==> src/rtl/irq_route_pkg.sv <==
// Package: shared constants, trigger-mode encoding and the slot rotation
// function for the interrupt line router.
package irq_route_pkg;

    localparam int PINS_PER_SLOT = 4;
    localparam int NUM_LINES     = 4;
    localparam int LINE_W        = 2;

    typedef enum logic {
        TRIG_LEVEL = 1'b0,
        TRIG_EDGE  = 1'b1
    } trig_mode_e;

    // Rotate pin p of slot s onto a shared line index.
    function automatic int rot_line(input int slot, input int pin);
        return (pin + slot) % NUM_LINES;
    endfunction

endpackage

==> src/rtl/pin_sync_merge.sv <==
// Module: pin_sync_merge
// Purpose: synchronizes the active-low slot pins, rotates every pin onto
// its shared line, and ORs all sources of a line into an active-high request.
// Assumes: pins are asynchronous, and an idle pin is high (reset value 1).
module pin_sync_merge
    import irq_route_pkg::*;
#(
    parameter int NUM_SLOTS   = 4,
    parameter int SYNC_STAGES = 2
) (
    input  logic                               clk,
    input  logic                               rst_n,
    input  logic [NUM_SLOTS*PINS_PER_SLOT-1:0] pin_n,
    output logic [NUM_LINES-1:0]               line_req
);
    localparam int PIN_W = NUM_SLOTS * PINS_PER_SLOT;

    logic [SYNC_STAGES-1:0][PIN_W-1:0] sync_q;

    // Synchronizer chain; idle value is all ones (inactive).
    always_ff @(posedge clk) begin
        if (!rst_n) begin
            sync_q <= '1;
        end else begin
            sync_q[0] <= pin_n;
            for (int k = 1; k < SYNC_STAGES; k++) begin
                sync_q[k] <= sync_q[k-1];
            end
        end
    end

    logic [PIN_W-1:0] pin_act;
    assign pin_act = ~sync_q[SYNC_STAGES-1];

    // Per line: OR of every synchronized pin the rotation maps onto it.
    genvar gl;
    generate
        for (gl = 0; gl < NUM_LINES; gl++) begin : g_line
            always_comb begin
                line_req[gl] = 1'b0;
                for (int s = 0; s < NUM_SLOTS; s++) begin
                    for (int p = 0; p < PINS_PER_SLOT; p++) begin
                        if (rot_line(s, p) == gl && pin_act[s*PINS_PER_SLOT+p]) begin
                            line_req[gl] = 1'b1;
                        end
                    end
                end
            end
        end
    endgenerate

endmodule

==> src/rtl/route_table.sv <==
// Module: route_table
// Purpose: holds one routing entry (disable bit, target IRQ) per shared
// line, and forms each IRQ request as the OR of the enabled lines aimed at it.
// Assumes: an enabled write whose target is outside ALLOWED_MASK is dropped.
module route_table
    import irq_route_pkg::*;
#(
    parameter int                NUM_IRQ      = 16,
    parameter logic [NUM_IRQ-1:0] ALLOWED_MASK = 16'hDEB8,
    parameter int                BASE_IRQ     = 9,
    localparam int               IRQ_W        = $clog2(NUM_IRQ)
) (
    input  logic                           clk,
    input  logic                           rst_n,
    input  logic                           wr_en,
    input  logic [LINE_W-1:0]              wr_line,
    input  logic                           wr_dis,
    input  logic [IRQ_W-1:0]               wr_irq,
    input  logic [NUM_LINES-1:0]           line_req,
    output logic [NUM_IRQ-1:0]             irq_req,
    output logic [NUM_LINES-1:0]           dis_q,
    output logic [NUM_LINES-1:0][IRQ_W-1:0] tgt_q
);
    logic wr_ok;

    // A write is accepted if it disables the line or targets a permitted IRQ.
    assign wr_ok = wr_en && (wr_dis || ALLOWED_MASK[wr_irq]);

    // Routing registers, with default line l -> BASE_IRQ + l, enabled.
    always_ff @(posedge clk) begin
        if (!rst_n) begin
            for (int l = 0; l < NUM_LINES; l++) begin
                dis_q[l] <= 1'b0;
                tgt_q[l] <= IRQ_W'(BASE_IRQ + l);
            end
        end else if (wr_ok) begin
            dis_q[wr_line] <= wr_dis;
            tgt_q[wr_line] <= wr_irq;
        end
    end

    // Merge: each IRQ collects every enabled, active line routed to it.
    genvar gi;
    generate
        for (gi = 0; gi < NUM_IRQ; gi++) begin : g_irq
            always_comb begin
                irq_req[gi] = 1'b0;
                for (int l = 0; l < NUM_LINES; l++) begin
                    if (!dis_q[l] && tgt_q[l] == IRQ_W'(gi) && line_req[l]) begin
                        irq_req[gi] = 1'b1;
                    end
                end
            end
        end
    endgenerate

endmodule

==> src/rtl/trigger_stage.sv <==
// Module: trigger_stage
// Purpose: per-IRQ trigger mode register and output register. Level mode
// passes the request through; edge mode emits a one-cycle rising-edge pulse.
// Assumes: the previous request is tracked in both modes, so a mode change
// raises no spurious pulse for a request that was already held.
module trigger_stage
    import irq_route_pkg::*;
#(
    parameter int  NUM_IRQ = 16,
    localparam int IRQ_W   = $clog2(NUM_IRQ)
) (
    input  logic               clk,
    input  logic               rst_n,
    input  logic               mode_we,
    input  logic [IRQ_W-1:0]   mode_irq,
    input  logic               mode_edge,
    input  logic [NUM_IRQ-1:0] req,
    output logic [NUM_IRQ-1:0] irq_out,
    output logic [NUM_IRQ-1:0] mode_q
);
    logic [NUM_IRQ-1:0] prev_q;

    genvar gi;
    generate
        for (gi = 0; gi < NUM_IRQ; gi++) begin : g_trig
            // Mode bit for this IRQ, written by index.
            always_ff @(posedge clk) begin
                if (!rst_n) begin
                    mode_q[gi] <= TRIG_LEVEL;
                end else if (mode_we && mode_irq == IRQ_W'(gi)) begin
                    mode_q[gi] <= mode_edge;
                end
            end

            // Output and history registers for this IRQ.
            always_ff @(posedge clk) begin
                if (!rst_n) begin
                    prev_q[gi]  <= 1'b0;
                    irq_out[gi] <= 1'b0;
                end else begin
                    prev_q[gi]  <= req[gi];
                    irq_out[gi] <= (mode_q[gi] == TRIG_EDGE) ? (req[gi] && !prev_q[gi])
                                                              : req[gi];
                end
            end
        end
    endgenerate

endmodule

==> src/rtl/irq_line_router.sv <==
// Module: irq_line_router (top)
// Purpose: routes four rotated, shared, active-low interrupt lines from
// several slots onto active-high IRQ outputs, each with its own trigger mode.
// Assumes: the configuration inputs are synchronous to clk.
module irq_line_router
    import irq_route_pkg::*;
#(
    parameter int                 NUM_SLOTS    = 4,
    parameter int                 NUM_IRQ      = 16,
    parameter int                 SYNC_STAGES  = 2,
    parameter logic [NUM_IRQ-1:0] ALLOWED_MASK = 16'hDEB8,
    parameter int                 BASE_IRQ     = 9,
    localparam int                IRQ_W        = $clog2(NUM_IRQ)
) (
    input  logic                               clk,
    input  logic                               rst_n,
    input  logic [NUM_SLOTS*PINS_PER_SLOT-1:0] slot_int_n,
    input  logic                               route_we,
    input  logic [LINE_W-1:0]                  route_line,
    input  logic                               route_dis,
    input  logic [IRQ_W-1:0]                   route_irq,
    input  logic                               mode_we,
    input  logic [IRQ_W-1:0]                   mode_irq,
    input  logic                               mode_edge,
    output logic [NUM_IRQ-1:0]                 irq_out
);
    logic [NUM_LINES-1:0]            line_req;
    logic [NUM_IRQ-1:0]              irq_req;
    logic [NUM_LINES-1:0]            dis_q;
    logic [NUM_LINES-1:0][IRQ_W-1:0] tgt_q;
    logic [NUM_IRQ-1:0]              mode_q;

    pin_sync_merge #(
        .NUM_SLOTS   (NUM_SLOTS),
        .SYNC_STAGES (SYNC_STAGES)
    ) u_merge (
        .clk      (clk),
        .rst_n    (rst_n),
        .pin_n    (slot_int_n),
        .line_req (line_req)
    );

    route_table #(
        .NUM_IRQ      (NUM_IRQ),
        .ALLOWED_MASK (ALLOWED_MASK),
        .BASE_IRQ     (BASE_IRQ)
    ) u_route (
        .clk      (clk),
        .rst_n    (rst_n),
        .wr_en    (route_we),
        .wr_line  (route_line),
        .wr_dis   (route_dis),
        .wr_irq   (route_irq),
        .line_req (line_req),
        .irq_req  (irq_req),
        .dis_q    (dis_q),
        .tgt_q    (tgt_q)
    );

    trigger_stage #(
        .NUM_IRQ (NUM_IRQ)
    ) u_trig (
        .clk       (clk),
        .rst_n     (rst_n),
        .mode_we   (mode_we),
        .mode_irq  (mode_irq),
        .mode_edge (mode_edge),
        .req       (irq_req),
        .irq_out   (irq_out),
        .mode_q    (mode_q)
    );

endmodule

==> config.mk <==
export PLATFORM = sky130hd
export DESIGN_NAME = irq_line_router
export DESIGN_NICKNAME = d
export VERILOG_FILES = /design/src/rtl/irq_route_pkg.sv /design/src/rtl/pin_sync_merge.sv /design/src/rtl/route_table.sv /design/src/rtl/trigger_stage.sv /design/src/rtl/irq_line_router.sv
export SDC_FILE = /design/constraint.sdc
export NUM_CORES = 1
export LEC_CHECK = 0
export BUFFER_PORTS_ARGS = -buffer_cell sky130_fd_sc_hd__buf_2
export CORE_MARGIN = 2
export CORE_UTILIZATION = 30
export DETAILED_ROUTE_END_ITERATION = 10
export GPL_TIMING_DRIVEN = 0
export PLACE_DENSITY = 0.59
export SYNTH_ARGS = -nofsm -noshare
export SYNTH_HDL_FRONTEND = slang
export SYNTH_SLANG_ARGS = --single-unit
==> constraint.sdc <==
create_clock -name clk -period 1.35 [get_ports clk]
set_input_delay 0.0675 -clock clk [delete_from_list [all_inputs] [get_ports clk]]
set_output_delay 0.0675 -clock clk [all_outputs]
set_load 0.02 [all_outputs]
# After elaboration in Yosys (flattened, before gate mapping)
# Memories as Yosys holds them, arrays and structs flattened.
# Cells that the tools add are included.
[totals] regBits=100 romBits=16 out_inout_bits=16 memories=1
[memory_table] memory="(no name shown)" words=16 width=1 read_ports=1 rd_clocked_by_memory_dff=0 wr=0 line="route_table.sv:27" source="assign wr_ok = wr_en && (wr_dis || ALLOWED_MASK[wr_irq]);"
[classes] order_cmp=3 eq_ne=75 muxes=103 bitwise_logic=1 reduce_logical=188
[op_table] cell="1-bit logical AND" n=162
[op_table] cell="4-bit equality test, second input constant" n=40
[op_table] cell="1-bit two-way mux" n=98
[op_table] cell="4-bit by 3-bit equality test with 1-bit output, second input constant" n=20
[op_table] cell="4-bit by 2-bit equality test with 1-bit output, second input constant" n=10
[op_table] cell="4-bit by 1-bit equality test with 1-bit output, second input constant" n=5
[op_table] cell="1-bit zero test" n=20
[op_table] cell="4-bit zero test" n=5
[op_table] cell="16-bit bitwise mux" n=1
[op_table] cell="16-bit inverter" n=1
[op_table] cell="4-bit demux with 2-bit select" n=1
[op_table] cell="4-bit by 5-bit less-than comparator with 1-bit output, second input constant" n=1
[op_table] cell="4-bit bitwise mux" n=1
[op_table] cell="4-bit two-way mux" n=1
[op_table] cell="2-bit by 3-bit less-than comparator with 1-bit output, second input constant" n=1
[op_table] cell="1-bit demux with 2-bit select" n=1
[op_table] cell="2-bit by 1-bit >= comparator with 1-bit output, second input constant" n=1
[op_table] cell="1-bit logical OR" n=1

# Logic depth before layout (Yosys ltp)
[logic_depth] depth_word=12 depth_mapped=5 mapped_depth_nobuf=4

# Hierarchy
# From an unflattened synthesis, not the netlist that was laid out.
[unflattened] hier_cells=358 area_unflattened_um2=3847.4
[by_module_without_submodules] module="trigger_stage" instances=1 cells_each=133 area_per_inst_um2=1559.0 seq_area_each_um2=960.9
[by_module_without_submodules] module="route_table" instances=1 cells_each=154 area_per_inst_um2=1406.3 seq_area_each_um2=400.4
[by_module_without_submodules] module="pin_sync_merge" instances=1 cells_each=71 area_per_inst_um2=882.1 seq_area_each_um2=640.6

# Worst setup path after synthesis
# OpenSTA, ideal clock, no wires.
[synth_path] path_kind="reg-to-reg" start="register u_route.tgt_q[13] (netlist name)" end="register u_trig.irq_out[4]" setup_ns=0.118 t_arrival_ns=1.218 t_required_ns=1.232 setup_slack_ns=0.014 path_stages_with_launch=5 path_cell_list="dfxtp_1 > clkbuf_1 > nor3_1 > o41a_1 > a21boi_2"
[synth_between] elab_chain_cells=6
[synth_lines] item="from (decl)" line="route_table.sv:22" source="output logic [NUM_LINES-1:0][IRQ_W-1:0] tgt_q"
[synth_lines] item="from (signal, indexed assignment)" line="route_table.sv:34" source="tgt_q[l] <= IRQ_W'(BASE_IRQ + l);"
[synth_lines] item="from (signal, indexed assignment)" line="route_table.sv:38" source="tgt_q[wr_line] <= wr_irq;"
[synth_lines] item="4-bit by 3-bit equality test with 1-bit output *" line="route_table.sv:49" source="if (!dis_q[l] && tgt_q[l] == IRQ_W'(gi) && line_req[l]) begin"
[synth_lines] item="1-bit logical AND * (2 in a row)" line="route_table.sv:49"
[synth_lines] item="1-bit two-way mux *" line="route_table.sv:49"
[synth_lines] item="1-bit logical AND" line="trigger_stage.sv:42" source="irq_out[gi] <= (mode_q[gi] == TRIG_EDGE) ? (req[gi] && !prev_q[gi])"
[synth_lines] item="1-bit two-way mux *" line="trigger_stage.sv:42"
[synth_lines] item="to (signal, indexed assignment)" line="trigger_stage.sv:42"
[synth_lines] item="to (decl)" line="trigger_stage.sv:18" source="output logic [NUM_IRQ-1:0] irq_out,"
# Mark *: on every way between the ends. The rest lies on a longest branch, timed or not.
# A chain may end at the register's enable or synchronous reset.

# Final worst setup path
[layout_path] start="register u_merge.sync_q[23] (netlist name)" end="register u_trig.irq_out[11]"
[layout_between] elab_chain_cells=11
[layout_lines] item="from (decl)" line="pin_sync_merge.sv:18" source="logic [SYNC_STAGES-1:0][PIN_W-1:0] sync_q;"
[layout_lines] item="from (signal, indexed assignment)" line="pin_sync_merge.sv:27" source="sync_q[k] <= sync_q[k-1];"
[layout_lines] item="16-bit inverter *" line="pin_sync_merge.sv:33" source="assign pin_act = ~sync_q[SYNC_STAGES-1];"
[layout_lines] item="1-bit two-way mux * (3 in a row)" line="pin_sync_merge.sv:43" source="if (rot_line(s, p) == gl && pin_act[s*PINS_PER_SLOT+p]) begin"
[layout_lines] item="1-bit logical AND *" line="route_table.sv:49"
[layout_lines] item="1-bit two-way mux * (4 in a row)" line="route_table.sv:49"
[layout_lines] item="1-bit logical AND" line="trigger_stage.sv:42"
[layout_lines] item="1-bit two-way mux *" line="trigger_stage.sv:42"
# Marks and branches as above.

==> flow_metrics.env <==
export IMPL_status="finished, violations left"
export IMPL_violations="setup timing"
export IMPL_cp_startpoint="u_merge.sync_q[23]"
export IMPL_netlist_area_leader_share_pct=47.3
export IMPL_grt_pass1_vias=3386
export IMPL_routed_wl_mm=11.1
export IMPL_final_area_um2=5520
export IMPL_slew_headroom_pct=65.5
export IMPL_tightest_slew_ps=517
export IMPL_grt_first_pass_wirelength_mm=17.3
export IMPL_yosysMostFrequentCell="dfxtp_1"
export IMPL_report_final_setup_viol=14
export IMPL_cellPowerDensity_nw_per_um2=1190
export IMPL_coreArea_um2=13800
export IMPL_io_pins=48
export IMPL_syn_nets=482
export IMPL_synthArstFlopShare_pct=0
export IMPL_yosys_top_cells_count="100 x dfxtp_1, 37 x nand2_1, 36 x nor3_1, 35 x nand2b_1, 35 x nand3_1"
export IMPL_synth_avg_cell_area_um2=9.40
export IMPL_die_h_um=123
export IMPL_holdWs_ps=32.6
export IMPL_first_pass_iters=4
export IMPL_fin_nets=560
export IMPL_start_kind="flip-flop"
export IMPL_insertion_delay_ps=340
export IMPL_area_delta_synth_final_pct=30.5
export IMPL_cts_sinks=100
export IMPL_tns_ps=-779
export IMPL_rr_endpoint="u_trig.irq_out[11]"
export IMPL_num_vias=3579
export IMPL_initial_core_util_pct=30.6
export IMPL_cts_root_buffer_cell="clkbuf_16"
export IMPL_rsz0062_at_grt="yes"
export IMPL_r2r_cells=4
export IMPL_setup_ws_ps=-122
export IMPL_placed_cell_area_um2=4670
export IMPL_crit_path_end="u_trig.irq_out[11]"
export IMPL_grt_usage_pct=15.1
export IMPL_synth_cell_types=37
export IMPL_grt_max_degree=16
export IMPL_synthCells=450
export IMPL_numCtsBuffers=9
export IMPL_die_x_um=123
export IMPL_antenna_found_initial=0
export IMPL_diodes=0
export IMPL_dieArea_um2=15100
export IMPL_synth_area_um2=4230
export IMPL_hpwl_mm=8.17
export IMPL_ant_nets=0
export IMPL_via_per_inst=5.03
export IMPL_synth_top_area_cell="dfxtp_1"
export IMPL_crit_required_ps=1590
export IMPL_worstReg2RegStart="u_merge.sync_q[23]"
export IMPL_ir_drop_uv=586
export IMPL_dpl_worst_slack_ps=-250
export IMPL_clock_skew_ps=7.62
export IMPL_hp_class="in -> reg"
export IMPL_cts_buffer_depth=2
export IMPL_place_congestion=0.874
export IMPL_hold_viol=0
export IMPL_drtIter0Drc=225
export IMPL_final_cells=712
export IMPL_maxCapViolCount=0
export IMPL_cts_tree="done"
export IMPL_crit_type="reg -> reg"
export IMPL_placedCellCount=674
export IMPL_ys_flop_type="dfxtp_1"
export IMPL_port_buffers=44
export IMPL_leakage_nw=2.07
export IMPL_fmax_ghz=0.679
export IMPL_drive_gt1_share_pct=28.2
export IMPL_yosysWarnings=0
export IMPL_synth_edf_count=0
export IMPL_ys_seq_elements=100
export IMPL_drcViolationCount=0
export IMPL_post_drt_wl_per_cell_um=15.6
export IMPL_ff2ff_setup_slack_ps=-120
export IMPL_endpoint_kind="flip-flop"
export IMPL_synth_seq_area_share_pct=47.3
export IMPL_placementRows=43
export IMPL_cp_arrival_ps=1710
export IMPL_min_period_ps=1470
export IMPL_grt_overflow_total=0
export IMPL_min_period_over_period_pct=109
export IMPL_min_from="route_irq[0]"
export IMPL_synthTopCellsByArea="dfxtp_1 47%, mux2i_1 5.2%, nand2b_1 5.2%"
export IMPL_timing_final_max_slew_violations=0
export IMPL_path_clk_slew_ps=60
export IMPL_htree_levels=3
export IMPL_worst_path_max_fanout=4
## layout make-up
class	instances	area, um^2
Fill cell	1375	8310
Multi-Input combinational cell	332	2350
Sequential cell	100	2070
Timing Repair Buffer	67	462
Clock buffer	11	243
Tap cell	180	225
Buffer	18	95.1
Clock inverter	4	73.8
## layer usage
layer,vias up,wire (um),global-route usage [%]
met5,-,0,0
met4,0,202,4.89
met1,1691,5060,18.8
met3,18,517,3.95
met2,99,5290,25.3
li1,1771,-,-
## state kept, by name, indices dropped and copies added (netlist names)
name / cells
u_merge.sync_q: 32
u_route.dis_q: 4
u_route.tgt_q: 16
u_trig.irq_out: 16
u_trig.mode_q: 16
u_trig.prev_q: 16
## metrics by stage
| step | power [W] | util, % |
|---|---|---|
| 3_3_place_gp | 0.00378 | 33.8 |
| 5_1_grt | 0.00685 | 39.9 |
| 6_report | 0.00659 | 39.9 |
| 3_5_place_dp | 0.00380 | 33.8 |
| 4_1_cts | 0.00662 | 39.0 |
| 2_1_floorplan | 0.00358 | - |
## timing repair
action                                 4_1_cts  5_1_grt
setup buffers                                3        2
endpoints found under the hold margin       17        0
setup endpoints to repair                   31       26
resized for setup                           75       23
pin swaps                                   18       11
hold buffers                                18        0
## report_power, final
part           internal (W)  switching [W]
Sequential          0.00305      0.0000878
Clock               0.00166        0.00105
Combinational      0.000333       0.000397
## worst max-delay path, cell delays in order (launching register included)
cell	delay, ps
dfxtp_4	360
and4_4	290
nor3_4	60
o41a_1	480
a21boi_2	170
## logic make-up (layout without fill, tap and decap cells)
logic type | count (synthesis) | count (layout) | synth area share, %
AND/OR/NAND/NOR | 253 | 253 | 34.3
flip-flops | 100 | 100 | 47.3
AO/OA/AOI/OAI | 57 | 57 | 11.2
multiplexers | 22 | 22 | 5.21
buffers and inverters | 18 | 100 | 1.95
## placed cells by master, fill, tap and decap left out, types with 13 or more instances in the layout
cell           count
dfxtp_1           68
o21ai_0           13
clkbuf_1          13
dfxtp_2           19
nor3_2            14
dlygate4sd3_1     18
nor2_1            13
nor3_1            20
nand3_1           35
buf_2             44
nor2b_1           26
nand2_1           37
nand2b_1          35
dfxtp_4           13
mux2i_1           22
## how the worst min path moves through the flow
stage	to	cells past startpoint
2_1_floorplan	u_route.dis_q[3]	1
3_3_place_gp	u_merge.sync_q[11]	2
3_5_place_dp	u_merge.sync_q[1]	2
4_1_cts	u_route.tgt_q[4]	3
5_1_grt	u_route.tgt_q[4]	3
6_report	u_route.tgt_q[4]	3
No activity file was read; power rests on OpenSTA's default activity.
